===== src/rtl/qmd_pkg.sv =====
package qmd_pkg;
  localparam int QMD_ADDR_W = 20;
  localparam int QMD_NUM_QUAD = 4;
  localparam int QMD_NUM_CS = 3;
  localparam int QMD_NUM_PAIR = 2;
  localparam int QMD_CFG_W = 7;

  // Bank register layout, MSB first (bit 6 down to bit 0).
  typedef struct packed {
    logic       inv_hi;    // flip address bit 19
    logic       inv_mid;   // flip address bit 18
    logic       inv_lo;    // flip address bit 16
    logic       wr_lock;   // suppress write enables
    logic       pair_sel;  // enable pair 0 or 1
    logic [1:0] cs_code;   // chip select 0..2, 3 = none
  } bank_cfg_t;
endpackage


===== src/rtl/qmd_bank_file.sv =====
module qmd_bank_file
  import qmd_pkg::*;
#(
  parameter int NUM_QUAD = QMD_NUM_QUAD,
  localparam int QW = $clog2(NUM_QUAD)
) (
  input  logic          clk,
  input  logic          rst,
  input  logic          wr_en,
  input  logic [QW-1:0] wr_sel,
  input  bank_cfg_t     wr_cfg,
  input  logic [QW-1:0] rd_sel,
  output bank_cfg_t     rd_cfg
);
  bank_cfg_t bank_q [NUM_QUAD];

  for (genvar q = 0; q < NUM_QUAD; q++) begin : g_bank
    always_ff @(posedge clk) begin
      if (rst) begin
        bank_q[q] <= '0;
      end else if (wr_en && (wr_sel == q[QW-1:0])) begin
        bank_q[q] <= wr_cfg;
      end
    end

    // a matching write loads the register at the next edge
    a_r9_cfg_load: assert property (@(posedge clk) disable iff (rst)
      (wr_en && (wr_sel == q[QW-1:0])) |=> (bank_q[q] == $past(wr_cfg)));
    // without a matching write the register holds
    a_r9_cfg_hold: assert property (@(posedge clk) disable iff (rst)
      !(wr_en && (wr_sel == q[QW-1:0])) |=> $stable(bank_q[q]));
  end

  assign rd_cfg = bank_q[rd_sel];
endmodule


===== src/rtl/qmd_addr_xlate.sv =====
module qmd_addr_xlate
  import qmd_pkg::*;
#(
  parameter int ADDR_W = QMD_ADDR_W,
  parameter int LO_BIT = 16,
  localparam int HI_BIT = ADDR_W - 1,
  localparam int MID_BIT = ADDR_W - 2
) (
  input  logic [ADDR_W-1:0] addr_in,
  input  bank_cfg_t         cfg,
  output logic [ADDR_W-1:0] addr_out
);
  logic [ADDR_W-1:0] flip_mask;

  always_comb begin
    flip_mask = '0;
    flip_mask[HI_BIT]  = cfg.inv_hi;
    flip_mask[MID_BIT] = cfg.inv_mid;
    flip_mask[LO_BIT]  = cfg.inv_lo;
  end

  assign addr_out = addr_in ^ flip_mask;
endmodule


===== src/rtl/qmd_strobe_gen.sv =====
module qmd_strobe_gen
  import qmd_pkg::*;
#(
  parameter int NUM_CS = QMD_NUM_CS,
  parameter int NUM_PAIR = QMD_NUM_PAIR
) (
  input  logic                clk,
  input  logic                rst,
  input  logic                rd_req,
  input  logic                wr_req,
  input  bank_cfg_t           cfg,
  output logic [NUM_CS-1:0]   cs_n,
  output logic [NUM_PAIR-1:0] oe_n,
  output logic [NUM_PAIR-1:0] we_n
);
  logic rd_only, wr_only, has_dev;
  logic [NUM_CS-1:0]   cs_act;
  logic [NUM_PAIR-1:0] oe_act, we_act;

  assign rd_only = rd_req && !wr_req;
  assign wr_only = wr_req && !rd_req;
  assign has_dev = (int'(cfg.cs_code) < NUM_CS);

  for (genvar c = 0; c < NUM_CS; c++) begin : g_cs
    assign cs_act[c] = (rd_only || wr_only) && (int'(cfg.cs_code) == c);
  end

  for (genvar p = 0; p < NUM_PAIR; p++) begin : g_pair
    logic pair_hit;
    assign pair_hit  = has_dev && (int'(cfg.pair_sel) == p);
    assign oe_act[p] = rd_only && pair_hit;
    assign we_act[p] = wr_only && pair_hit && !cfg.wr_lock;
  end

  always_ff @(posedge clk) begin
    if (rst) begin
      cs_n <= '1;
      oe_n <= '1;
      we_n <= '1;
    end else begin
      cs_n <= ~cs_act;
      oe_n <= ~oe_act;
      we_n <= ~we_act;
    end
  end

  // never more than one chip select low
  a_r3_cs_onehot: assert property (@(posedge clk) disable iff (rst)
    $onehot0(~cs_n));
  // read and write enables never overlap
  a_r4_oe_we_excl: assert property (@(posedge clk) disable iff (rst)
    !((|(~oe_n)) && (|(~we_n))));
  // an output enable comes with a chip select
  a_r4_oe_has_cs: assert property (@(posedge clk) disable iff (rst)
    (|(~oe_n)) |-> (|(~cs_n)));
  // no request means all strobes high next cycle
  a_r6_idle_high: assert property (@(posedge clk) disable iff (rst)
    (!rd_req && !wr_req) |=> ((&cs_n) && (&oe_n) && (&we_n)));
  // locked write leaves write enables high
  a_r5_lock_we: assert property (@(posedge clk) disable iff (rst)
    (wr_only && cfg.wr_lock) |=> (&we_n));
  // conflicting request asserts no chip select
  a_r8_conflict: assert property (@(posedge clk) disable iff (rst)
    (rd_req && wr_req) |=> (&cs_n));
endmodule


===== src/rtl/quad_mem_decoder.sv =====
module quad_mem_decoder
  import qmd_pkg::*;
#(
  parameter int ADDR_W = QMD_ADDR_W,
  parameter int NUM_CS = QMD_NUM_CS,
  parameter int NUM_PAIR = QMD_NUM_PAIR,
  parameter int LO_BIT = 16,
  localparam int NUM_QUAD = QMD_NUM_QUAD,
  localparam int QW = $clog2(NUM_QUAD)
) (
  input  logic                 clk,
  input  logic                 rst,
  input  logic [ADDR_W-1:0]    addr_in,
  input  logic                 rd_req,
  input  logic                 wr_req,
  input  logic                 cfg_we,
  input  logic [QW-1:0]        cfg_sel,
  input  logic [QMD_CFG_W-1:0] cfg_data,
  output logic [ADDR_W-1:0]    addr_out,
  output logic [NUM_CS-1:0]    cs_n,
  output logic [NUM_PAIR-1:0]  oe_n,
  output logic [NUM_PAIR-1:0]  we_n
);
  bank_cfg_t       cur_cfg;
  logic [QW-1:0]   quad;

  assign quad = addr_in[ADDR_W-1 -: QW];

  qmd_bank_file #(.NUM_QUAD(NUM_QUAD)) u_banks (
    .clk    (clk),
    .rst    (rst),
    .wr_en  (cfg_we),
    .wr_sel (cfg_sel),
    .wr_cfg (bank_cfg_t'(cfg_data)),
    .rd_sel (quad),
    .rd_cfg (cur_cfg)
  );

  qmd_addr_xlate #(.ADDR_W(ADDR_W), .LO_BIT(LO_BIT)) u_xlate (
    .addr_in  (addr_in),
    .cfg      (cur_cfg),
    .addr_out (addr_out)
  );

  qmd_strobe_gen #(.NUM_CS(NUM_CS), .NUM_PAIR(NUM_PAIR)) u_strobe (
    .clk    (clk),
    .rst    (rst),
    .rd_req (rd_req),
    .wr_req (wr_req),
    .cfg    (cur_cfg),
    .cs_n   (cs_n),
    .oe_n   (oe_n),
    .we_n   (we_n)
  );

  // address bits outside 16, 18 and 19 pass untouched
  a_r7_passthru: assert property (@(posedge clk) disable iff (rst)
    (addr_out[LO_BIT-1:0] == addr_in[LO_BIT-1:0]) &&
    (addr_out[ADDR_W-3:LO_BIT+1] == addr_in[ADDR_W-3:LO_BIT+1]));
endmodule


===== config.mk =====
export PLATFORM = sky130hd
export DESIGN_NAME = quad_mem_decoder
export DESIGN_NICKNAME = d
export VERILOG_FILES = /design/src/rtl/qmd_pkg.sv /design/src/rtl/qmd_bank_file.sv /design/src/rtl/qmd_addr_xlate.sv /design/src/rtl/qmd_strobe_gen.sv /design/src/rtl/quad_mem_decoder.sv
export SDC_FILE = /design/constraint.sdc
export NUM_CORES = 1
export LEC_CHECK = 0
export BUFFER_PORTS_ARGS = -buffer_cell sky130_fd_sc_hd__buf_2
export CAP_MARGIN = 20
export CORE_AREA = 2 2 65 73
export CTS_CLUSTER_DIAMETER = 60
export DETAILED_ROUTE_END_ITERATION = 8
export DIE_AREA = 0 0 67 75
export GPL_ROUTABILITY_DRIVEN = 0
export PLACE_DENSITY = 0.66
export REMOVE_ABC_BUFFERS = 1
export SETUP_SLACK_MARGIN = 0.2
export SLEW_MARGIN = 10
export SYNTH_ARGS = -nofsm -noshare
export SYNTH_HDL_FRONTEND = slang
export SYNTH_SLANG_ARGS = --single-unit

===== constraint.sdc =====
create_clock -name clk -period 1.31 [get_ports clk]
set_input_delay 0.1965 -clock clk [delete_from_list [all_inputs] [get_ports clk]]
set_output_delay 0.1965 -clock clk [all_outputs]
set_load 0.01 [all_outputs]

==> results.yml <==
cts:
  cts_buffers: 5
  cts_hold_buf: 0
  clkTransAtPathRegs_ps: 70
  cts_root_buf: "clkbuf_8"
  cts.sinks: 35
  cts_tree: "done"
  clock_path_buffers: 2
  insertion_delay_ps: 280
  post-cts-setup-buffers: 0
  htree_levels: 2
routing:
  final_antenna_net_count: 0
  first_pass_iters: 4
  vias: 1015
  routed_via_density: 5.02
  routed_wl_um: 3350
  first_iter_violations: 30
  drc: 0
  wl_per_cell_um: 16.6
layout:
  n_antenna_cell: 0
  utilization_pct: 44.6
  layout.nets: 183
  final_cell_mix: "28 x and2_1, 28 x edfxtp_1, 25 x buf_2, 8 x buf_4, 7 x dfxtp_1"
  fin_cells: 202
  syn_to_final_growth_pct: 12.9
  drive_gt1_share_pct: 38.5
outcome:
  status: "finished, violations left"
  violations: "negative setup slack"
power_and_ir_drop:
  ir_worst_vdd_uv: 610
  power.density_nw_per_um2: 1220
  p_leak_uw: 0.000733
  fin_total_pwr_uw: 2310
synthesis:
  yosys.cell_types.count: 27
  yosys.area.top_type: "edfxtp_1"
  syn_inst: 126
  synthArstFlopShare_pct: 0
  synth_area_um2: 1680
  synth_edf_count: 28
  synth_area_leaders: "edfxtp_1 50%, and2_1 10%, dfxtp_1 8.3%"
  ys.flop_type: "edfxtp_1"
  synth_top_area_share_pct: 50.1
  seq_area_frac_synth_pct: 58.4
  ys_warn_count: 0
  avgSynthCellArea_um2: 13.3
  ys_ff_latch: 35
timing:
  tightest_slew_ps: 422
  grt_setup_unrepaired: "true"
  fmax_mhz: 617
  slew_headroom_pct: 71.7
  fin_ws_ps: -311
  clock_skew_ps: 7.94
  period_minus_slack_ps: 1620
  period_share_pct: 124
  maxSlewViolCount: 0
  hold_viol_final: 0
  setup_violations: 3
global_route:
  grt-ovfl-total: 0
  grt_pass1_vias: 1050
  grt_max_degree: 12
  grt_usage_pct: 14.7
  antenna_found_initial: 0
  grt_pass1_wl_um: 5130
worst_hold_path:
  holdCritPathClass: "in -> reg"
critical_path:
  end_kind: "output port"
  critPathKind: "reg -> out"
  required_ps: 1110
  critPathArrivalTime_ps: 1420
  worstPathMaxFanout: 1
  cp-start-kind: "flop"
floorplanning:
  dieWidth_um: 67
  fp.dieArea_um2: 5030
  ios: 61
  die_y_um: 75
  initial_core_util_pct: 39.5
  core_um2: 4250
  row_count: 25
job:
  cap_violations: 0
placement:
  dp_hpwl_um: 2400
  place_inst: 194
  io_buffers: 26
[cells in the mapped netlist, types with 2 or more instances]
master     n
dfxtp_1    7
nor3_1     5
edfxtp_1  28
o211ai_1   2
buf_4     17
ha_1       2
mux4_2     4
a31o_2     4
and2_1    28
o21ai_0    2
nand2b_1   2
nand2_1    5
inv_1      6
[final timing paths]
path | from | endpoint | slack, ps | cells past startpoint
worst min register to register | u_banks.bank_q[1][3] | u_strobe.we_n[0] | 660 | 3
worst max register to register | u_banks.bank_q[2][1] | u_strobe.oe_n[0] | -10 | 3
worst max-delay path | u_banks.bank_q[2][4] | addr_out[16] | -310 | 3
worst min-delay path | cfg_data[6] | u_banks.bank_q[2][6] | 220 | 2
[report_power, final]
group | switching [µW] | internal (µW) | total [µW]
logic | 145 | 125 | 270
clock network | 373 | 371 | 744
registers | 17.6 | 1270 | 1290
[critical path: stages (launching register included)]
cell	delay, ps
edfxtp_1	380
mux4_2	480
xor2_1	150
buf_2	140
[layer usage]
metal  GRT usage (%)  part of all wire [%]  wire [µm]
met4            4.76                   1.4         46
met2            24.6                    53       1760
met1            16.0                    37       1230
met3            7.92                   9.2        308
met5               0                     0          0
[cells by family (layout without fill, tap and decap cells)]
group	count (synthesis)	count (layout)	synth area share, %
flip-flops	35	35	58.4
multiplexers	7	7	8.20
AND/OR/NAND/NOR	45	45	16.8
AO/OA/AOI/OAI	10	10	4.40
adder cells (fa/ha/maj)	2	2	1.49
XOR/XNOR	1	1	0.522
buffers and inverters	26	48	10.1
[final cells by class]
class / instances / area (µm²)
fillers: 418 / 2360
flip-flops and latches: 35 / 981
multi-input cells: 65 / 543
repair buffers: 34 / 196
clock buffers: 6 / 72.6
well taps: 54 / 67.6
inverters: 6 / 22.5
clock inverters: 2 / 12.5
[through the flow]
step | TNS [ps] | hold WS (ps) | setup slack (ps) | cell area, µm²
6_report | -461 | 218 | -311 | 1900
5_1_grt | -732 | 223 | -391 | 1900
4_1_cts | -463 | 217 | -326 | 1880
3_5_place_dp | -1530 | 393 | -145 | 1790
3_3_place_gp | -1370 | 393 | -122 | 1790
2_1_floorplan | 0 | 300 | 80.3 | 1530
[registers in the layout, summed over array words and instances, names as in the netlist]
name,count
u_strobe.oe_n,2
u_strobe.we_n,2
u_strobe.cs_n,3
u_banks.bank_q,28
[what timing repair did]
action,4_1_cts,5_1_grt
pin swaps,3,4
setup endpoints to repair,17,10
gates resized for setup,6,2
cloned,0,0
No activity file was read; power rests on OpenSTA's default activity.
